**config.mk**
```make
export PLATFORM = sky130hd
export DESIGN_NAME = burst_proto_mon
export DESIGN_NICKNAME = d
export VERILOG_FILES = /design/src/rtl/burst_mon_pkg.sv /design/src/rtl/bmon_tracker.sv /design/src/rtl/bmon_rules.sv /design/src/rtl/bmon_errlog.sv /design/src/rtl/burst_proto_mon.sv
export SDC_FILE = /design/constraint.sdc
export NUM_CORES = 1
export LEC_CHECK = 0
export ABC_AREA = 1
export BUFFER_PORTS_ARGS = -buffer_cell sky130_fd_sc_hd__buf_4
export CAP_MARGIN = 10
export CORE_MARGIN = 4
export CORE_UTILIZATION = 57
export DETAILED_ROUTE_END_ITERATION = 10
export PLACE_DENSITY_LB_ADDON = 0.12
export REMOVE_ABC_BUFFERS = 1
export SETUP_SLACK_MARGIN = 0.15
export SLEW_MARGIN = 40
export SYNTH_ARGS = -nofsm -noshare
export SYNTH_HDL_FRONTEND = slang
export SYNTH_SLANG_ARGS = --single-unit
```
**constraint.sdc**
```tcl
create_clock -name clk -period 2 [get_ports clk]
set_input_delay 0.3 -clock clk [delete_from_list [all_inputs] [get_ports clk]]
set_output_delay 0.3 -clock clk [all_outputs]
set_load 0.03 [all_outputs]
```
**src/rtl/burst_mon_pkg.sv**
```systemverilog
package burst_mon_pkg;

    localparam int unsigned NUM_RULES = 7;

    typedef enum logic {
        KIND_READ  = 1'b0,
        KIND_WRITE = 1'b1
    } burst_kind_e;

    // Packed so that the last field is bit 0 of the flag vectors.
    typedef struct packed {
        logic empty_burst;  // bit 6
        logic write_gap;    // bit 5
        logic size_drift;   // bit 4
        logic addr_drift;   // bit 3
        logic stray;        // bit 2
        logic orphan;       // bit 1
        logic overlap;      // bit 0
    } rule_vec_t;

    function automatic logic [1:0] strobe_count(input logic rd, input logic wr);
        return {1'b0, rd} + {1'b0, wr};
    endfunction

    function automatic logic own_strobe(input burst_kind_e kind, input logic rd,
                                        input logic wr);
        return (kind == KIND_WRITE) ? wr : rd;
    endfunction

    function automatic logic other_strobe(input burst_kind_e kind, input logic rd,
                                          input logic wr);
        return (kind == KIND_WRITE) ? rd : wr;
    endfunction

endpackage

```
**src/rtl/bmon_tracker.sv**
```systemverilog
module bmon_tracker
    import burst_mon_pkg::*;
#(
    parameter int unsigned ADDR_W = 16,
    parameter int unsigned SIZE_W = 4
) (
    input  logic              clk,
    input  logic              rst,
    input  logic              rd_req,
    input  logic              wr_req,
    input  logic              bst_start,
    input  logic              ready,
    input  logic [ADDR_W-1:0] addr,
    input  logic [SIZE_W-1:0] bsize,
    output logic              open_o,
    output burst_kind_e       kind_o,
    output logic [SIZE_W-1:0] left_o,
    output logic [ADDR_W-1:0] addr_q_o,
    output logic [SIZE_W-1:0] size_q_o
);

    logic [SIZE_W-1:0] left_q;
    burst_kind_e       kind_q;
    logic [ADDR_W-1:0] addr_q;
    logic [SIZE_W-1:0] size_q;

    logic start_ok;
    logic beat_hit;

    always_comb begin
        start_ok = bst_start && (strobe_count(rd_req, wr_req) == 2'd1)
                   && (bsize != '0);
        beat_hit = (left_q != '0) && ready && own_strobe(kind_q, rd_req, wr_req);
    end

    always_ff @(posedge clk) begin
        if (rst) begin
            left_q <= '0;
            kind_q <= KIND_READ;
            addr_q <= '0;
            size_q <= '0;
        end else if (bst_start) begin
            if (start_ok) begin
                kind_q <= wr_req ? KIND_WRITE : KIND_READ;
                addr_q <= addr;
                size_q <= bsize;
                left_q <= bsize - SIZE_W'(ready);
            end else begin
                left_q <= '0;
            end
        end else if (beat_hit) begin
            left_q <= left_q - SIZE_W'(1);
        end
    end

    assign open_o   = (left_q != '0);
    assign kind_o   = kind_q;
    assign left_o   = left_q;
    assign addr_q_o = addr_q;
    assign size_q_o = size_q;

endmodule

```
**src/rtl/bmon_rules.sv**
```systemverilog
module bmon_rules
    import burst_mon_pkg::*;
#(
    parameter int unsigned ADDR_W = 16,
    parameter int unsigned SIZE_W = 4
) (
    input  logic              rd_req,
    input  logic              wr_req,
    input  logic              bst_start,
    input  logic [ADDR_W-1:0] addr,
    input  logic [SIZE_W-1:0] bsize,
    input  logic              open_i,
    input  burst_kind_e       kind_i,
    input  logic [ADDR_W-1:0] addr_q_i,
    input  logic [SIZE_W-1:0] size_q_i,
    output rule_vec_t         rules_o
);

    logic [1:0] n_strobes;
    logic       in_body;

    always_comb begin
        n_strobes = strobe_count(rd_req, wr_req);
        in_body   = open_i && !bst_start;
        rules_o   = '0;

        if (bst_start) begin
            rules_o.overlap     = open_i;
            rules_o.orphan      = (n_strobes == 2'd0);
            rules_o.stray       = (n_strobes == 2'd2);
            rules_o.empty_burst = (bsize == '0);
        end else if (!open_i) begin
            rules_o.stray = (n_strobes != 2'd0);
        end

        if (in_body) begin
            rules_o.stray      = other_strobe(kind_i, rd_req, wr_req);
            rules_o.write_gap  = (kind_i == KIND_WRITE) && !wr_req;
            rules_o.addr_drift = (addr != addr_q_i);
            rules_o.size_drift = (bsize != size_q_i);
        end
    end

endmodule

```
**src/rtl/bmon_errlog.sv**
```systemverilog
module bmon_errlog
    import burst_mon_pkg::*;
(
    input  logic                 clk,
    input  logic                 rst,
    input  rule_vec_t            rules_i,
    output logic [NUM_RULES-1:0] sticky_o,
    output logic [NUM_RULES-1:0] now_o,
    output logic                 valid_o
);

    logic [NUM_RULES-1:0] hit;
    assign hit = rules_i;

    for (genvar g = 0; g < NUM_RULES; g++) begin : g_rule
        always_ff @(posedge clk) begin
            if (rst) begin
                sticky_o[g] <= 1'b0;
                now_o[g]    <= 1'b0;
            end else begin
                sticky_o[g] <= sticky_o[g] | hit[g];
                now_o[g]    <= hit[g];
            end
        end
    end

    always_ff @(posedge clk) begin
        if (rst) valid_o <= 1'b0;
        else     valid_o <= |hit;
    end

endmodule

```
**src/rtl/burst_proto_mon.sv**
```systemverilog
module burst_proto_mon
    import burst_mon_pkg::*;
#(
    parameter int unsigned ADDR_W = 16,
    parameter int unsigned SIZE_W = 4
) (
    input  logic                 clk,
    input  logic                 rst,
    input  logic                 rd_req,
    input  logic                 wr_req,
    input  logic                 bst_start,
    input  logic                 ready,
    input  logic [ADDR_W-1:0]    addr,
    input  logic [SIZE_W-1:0]    bsize,
    output logic [NUM_RULES-1:0] err_sticky,
    output logic [NUM_RULES-1:0] err_now,
    output logic                 err_valid,
    output logic                 burst_open,
    output logic [SIZE_W-1:0]    beats_left
);

    burst_kind_e       cur_kind;
    logic              cur_is_wr;
    logic [ADDR_W-1:0] cap_addr;
    logic [SIZE_W-1:0] cap_size;
    rule_vec_t         rules;

    bmon_tracker #(.ADDR_W(ADDR_W), .SIZE_W(SIZE_W)) tracker_i (
        .clk      (clk),
        .rst      (rst),
        .rd_req   (rd_req),
        .wr_req   (wr_req),
        .bst_start(bst_start),
        .ready    (ready),
        .addr     (addr),
        .bsize    (bsize),
        .open_o   (burst_open),
        .kind_o   (cur_kind),
        .left_o   (beats_left),
        .addr_q_o (cap_addr),
        .size_q_o (cap_size)
    );

    assign cur_is_wr = (cur_kind == KIND_WRITE);

    bmon_rules #(.ADDR_W(ADDR_W), .SIZE_W(SIZE_W)) rules_i (
        .rd_req   (rd_req),
        .wr_req   (wr_req),
        .bst_start(bst_start),
        .addr     (addr),
        .bsize    (bsize),
        .open_i   (burst_open),
        .kind_i   (cur_kind),
        .addr_q_i (cap_addr),
        .size_q_i (cap_size),
        .rules_o  (rules)
    );

    bmon_errlog errlog_i (
        .clk     (clk),
        .rst     (rst),
        .rules_i (rules),
        .sticky_o(err_sticky),
        .now_o   (err_now),
        .valid_o (err_valid)
    );

endmodule

```
Word level (Yosys, flattened, before mapping). Index checks and enable logic that the tools add are counted.

Output and inout bits: 20. Input port bits: 26. Bits in registers: 40.

Equality and inequality tests: 4. $add $sub $neg: 3. Bitwise operators: 7. Reduce and logical (&&, ||, !) cells: 16. Mux-type cells: 11.

Operators with widths (count): $mux W4 (4); $ne A16 B16 Y1 (1); $reduce_bool A4 Y1 (2); $or A1 B1 Y1 (7); $reduce_or A7 Y1 (1); $logic_and A1 B1 Y1 (6); $mux W1 (6); $logic_not A4 Y1 (1); $ne A4 B4 Y1 (1); $reduce_bool A2 Y1 (2); $sub A4 B1 Y4 (1); $sub A4 B1 Y4 const B (1); $add A1 B1 Y2 (1); $eq A2 B1 Y1 const B (1); $eq A2 B2 Y1 const B (1); $logic_not A1 Y1 (2); $logic_not A2 Y1 (1); $mux W2 (1); $reduce_and A2 Y1 (1).

Longest topological paths before layout.
Depth in word-level cells: 6. Depth in mapped cells: 9. Mapped depth without buffers: 9.

Hierarchy. From an unflattened synthesis, not the netlist that was laid out.

Cell total of the unflattened synthesis: 326. Area, all modules: 2038.2 µm².

By module, submodules not included: bmon_tracker (sequential area each 500.5 µm², cells each 163, times used 1, area each 1133.6 µm²); bmon_rules (sequential area each 0.0 µm², cells each 112, times used 1, area each 461.7 µm²); bmon_errlog (sequential area each 300.3 µm², cells each 51, times used 1, area each 442.9 µm²).

Least setup slack after synthesis. No wires, ideal clock.

Path kind: reg-to-reg. Start point: reg tracker_i.left_q[0], in the netlist tracker_i.left_o[0]. End point: reg errlog_i.valid_o. Path buffers: 0. Data arrival time: 1.548 ns. Setup slack: 0.339 ns. Setup time: 0.114 ns. Cell stages (with the launch flop): 9. Cells stage by stage: dfxtp_1 > inv_1 > ha_1 > nand3_2 > nand2_2 > o21ai_1 > nand3_1 > nand2_1 > nand2_1.

Longest elaborated chain between the ends: 5.

RTL lines: from (decl) (line bmon_tracker.sv:22) `logic [SIZE_W-1:0] left_q;`; from (signal assigned) (line bmon_tracker.sv:47) `left_q <= bsize - SIZE_W'(ready);`; from (signal assigned) (line bmon_tracker.sv:52) `left_q <= left_q - SIZE_W'(1);`; $reduce_bool A4 Y1 (*) (line bmon_tracker.sv:56) `assign open_o = (left_q != '0);`; via burst_open (line burst_proto_mon.sv:18) `output logic burst_open,`; $mux W1 (line bmon_rules.sv:32) `end else if (!open_i) begin`; $mux W1 (line bmon_rules.sv:27) `if (bst_start) begin`; $mux W4 (line bmon_rules.sv:36) `if (in_body) begin`; $reduce_or A7 Y1 (*) (line bmon_errlog.sv:29) `else valid_o <= |hit;`; to (signal assigned) (line bmon_errlog.sv:29); to (decl) (line bmon_errlog.sv:9) `output logic valid_o`.

Mark *: on every way through the listed nets, which the timed path passes. The rest lies on a longest branch. A chain may end at the register's enable or synchronous reset.

Worst setup path in the final report.
Start point: reg tracker_i.left_q[0], in the netlist tracker_i.left_o[0]. End point: out burst_open.

Longest elaborated chain between the ends: 1.

RTL lines (line): $reduce_bool A4 Y1 (bmon_tracker.sv:56); to (decl) (burst_proto_mon.sv:18).

Every way passes these cells.

==> reports/metrics.cfg <==
[global_route]
grt_max_degree = 23
antenna_found_initial = 0
grt_busiest_layer = met2
grt_overflow = 0
grt_pass1_vias = 1600
grt_usage = 0.194
met3_usage = 0.0388
met2_usage = 0.330
use_met1 = 0.240
grt_pass1_wl_mm = 6.67

[cts]
ctsHoldBuffers = 0
cts_root_buf = clkbuf_4
clkSinkCount = 40
cts.path.max_buffers = 2
cts_tree = yes
ctsHtreeMaxLevel = 2
postCtsSetupRepairBufs = 0
postCtsResizedCells = 0
numCtsBuffers = 5
clk_latency_ps = 350
clk_pin_slew_worst_paths_ps = 110

[synthesis]
ys_seq_area_frac = 0.407
synthAdderAreaFrac = 0.0318
synth_top_family_by_area = simple AND/OR/NAND/NOR gates
ys_ff_latch = 40
synth_area_mm2 = 0.00197
synth_top_area_share = 0.407
muxShareOfSynthArea = 0
synth-simple-area-share = 0.274
synth-xor-area-share = 0.0178
synthCells = 296
ys_types = 25
synth_area_leaders = dfxtp_1, nand2_1, inv_1
yosysTopAreaCell = dfxtp_1
yosys_warnings = 0
syn_avg_cell_area_um2 = 6.64
synth_compound_gate_area_share = 0.151

[timing]
tightest_slew_ps = 456
clock_skew_ps = 8.12
setup_viol = 0
max_freq_ghz = 0.602
rsz0062_at_grt = false
drv_slew = 0
min_period_ps = 1660
hold_viol = 0
relSlewSlack = 0.696
fin_tns_setup_ps = 0
period_share = 0.830

[routing]
drcViolationCount = 0
first_pass_iters = 4
routed_wl_mm = 3.98
vias = 1856
antenna_left = 0
via_per_inst = 4.77
wire_per_inst_um = 10.2
drtIter0Drc = 84

[hold_path]
hp-class = in -> reg
whs_endpoint = tracker_i.addr_q_o[1]
hp-start = addr[1]
hold_depth = 3

[run_status]
status = completed

[floorplan]
core_mm2 = 0.00334
rows = 21
die_x_um = 66.7
initial_core_util = 0.589
dieArea_mm2 = 0.00445
fp.dieH_um = 66.7
ios = 46

[setup_path]
crit_chain = inv_1, ha_1, nand3_2, buf_4
path_class = reg -> out
cp-start-kind = flop
rr_endpoint = errlog_i.valid_o
rr_startpoint = tracker_i.left_o[0]
critPathTopFamily = flip-flops
r2r_slack_ps = 530
crit_arrival_ps = 1360
worstSetupEndpointType = primary output
cp.required_ps = 1700
critPathMaxStageDelay_ps = 340
crit_buf_inv = 2
cp_max_fo = 4
reg2reg_depth = 9
slowest_stage = dfxtp_1
critical_path_cell_count = 4

[power]
peakVddDrop_uv = 668
p_per_area_mw_per_mm2 = 792
totalPowerFinal_w = 0.00191
leakage_nw = 1.23

[placement]
dpl.hpwl_mm = 3.06
io_buffers = 45
gp_congestion = 0.889

[finish]
syn2layout_area_growth_pct = 22.5
num_antenna_cells = 0
ff_latch_area_um2 = 801
multi_input_area_um2 = 932
nets = 373
drive_above_1_share = 0.187
fillers = 282

[run]
maxCapViolations = 0

==> cells by family (layout without fill, tap and decap cells) <==
family	count (synthesis)	after routing
flops	40	40
simple gates	134	134
compound gates	57	57
fa+ha+maj	5	5
xor+xnor	4	4
buf+inv	56	103
==> flip-flops by register name, indices dropped and copies added, names as in the netlist <==
register	flops
tracker_i.addr_q_o	16
errlog_i.now_o	7
errlog_i.valid_o	1
tracker_i.left_o	4
tracker_i.kind_o	1
errlog_i.sticky_o	7
tracker_i.size_q_o	4
==> layout make-up <==
type                    instances  area share
well taps                      46      0.0239
flip-flops and latches         40       0.332
repair buffers                 48       0.150
multi-input cells             200       0.387
clock buffers                   5      0.0156
clock inverters                 3      0.0177
inverters                      47      0.0742
==> worst max path at each step <==
stage,end,from
floorplan,errlog_i.valid_o,tracker_i.left_o[0]
global placement,tracker_i.addr_q_o[15],wr_req
detailed placement,tracker_i.addr_q_o[14],wr_req
CTS,burst_open,tracker_i.left_o[0]
global route,burst_open,tracker_i.left_o[0]
finish,burst_open,tracker_i.left_o[0]
==> cells in the final DEF (no fill, tap or decap), drive strengths merged <==
cell type,instances
o22ai,1
a31oi,1
xor2,3
o21a,2
inv,47
a21oi,21
nor3,2
nand3,6
buf,48
clkinvlp,1
ha,5
dfxtp,40
xnor2,1
bufinv,1
nand2,87
nor2,38
clkinv,1
clkbuf,5
nand4,1
o21ai,32
==> worst min-delay path: stages <==
cell and delay, ps:
buf_4 90, o21ai_0 80, nor2_1 70
==> Yosys cell counts, drive strengths merged <==
cell and n:
nand2 87, dfxtp 40, nand3 6, nor3 2, nand4 1, o21a 2, inv 47, a21oi 21
o22ai 1, ha 5, nor2 38, buf 7, o21ai 32, clkbuf 2, xnor2 1, a31oi 1
xor2 3
==> where the power goes <==
part | internal [W] | leakage, nW | switching (W)
sequential | 0.000868 | 0.330 | 0.0000392
clock | 0.000261 | 0.0412 | 0.000270
combinational | 0.000184 | 0.859 | 0.000288
==> stage by stage <==
stage          std cells   util  setup WS (ps)  hold WS [ps]  instance area, um2
2_1_floorplan        287      -            330           369                1910
3_3_place_gp         381  0.698            284           444                2330
3_5_place_dp         381  0.698            202           453                2330
4_1_cts              389  0.722            338           209                2410
5_1_grt              389  0.722            280           224                2410
6_report             389  0.722            340           217                2410
==> per-layer routing <==
metal / vias up / routed length, um
met3: 8 / 173
met5: - / 0
met4: 0 / 62
met1: 814 / 1870
li1: 1004 / -
met2: 30 / 1870
Power figures use the tool's default switching activity.
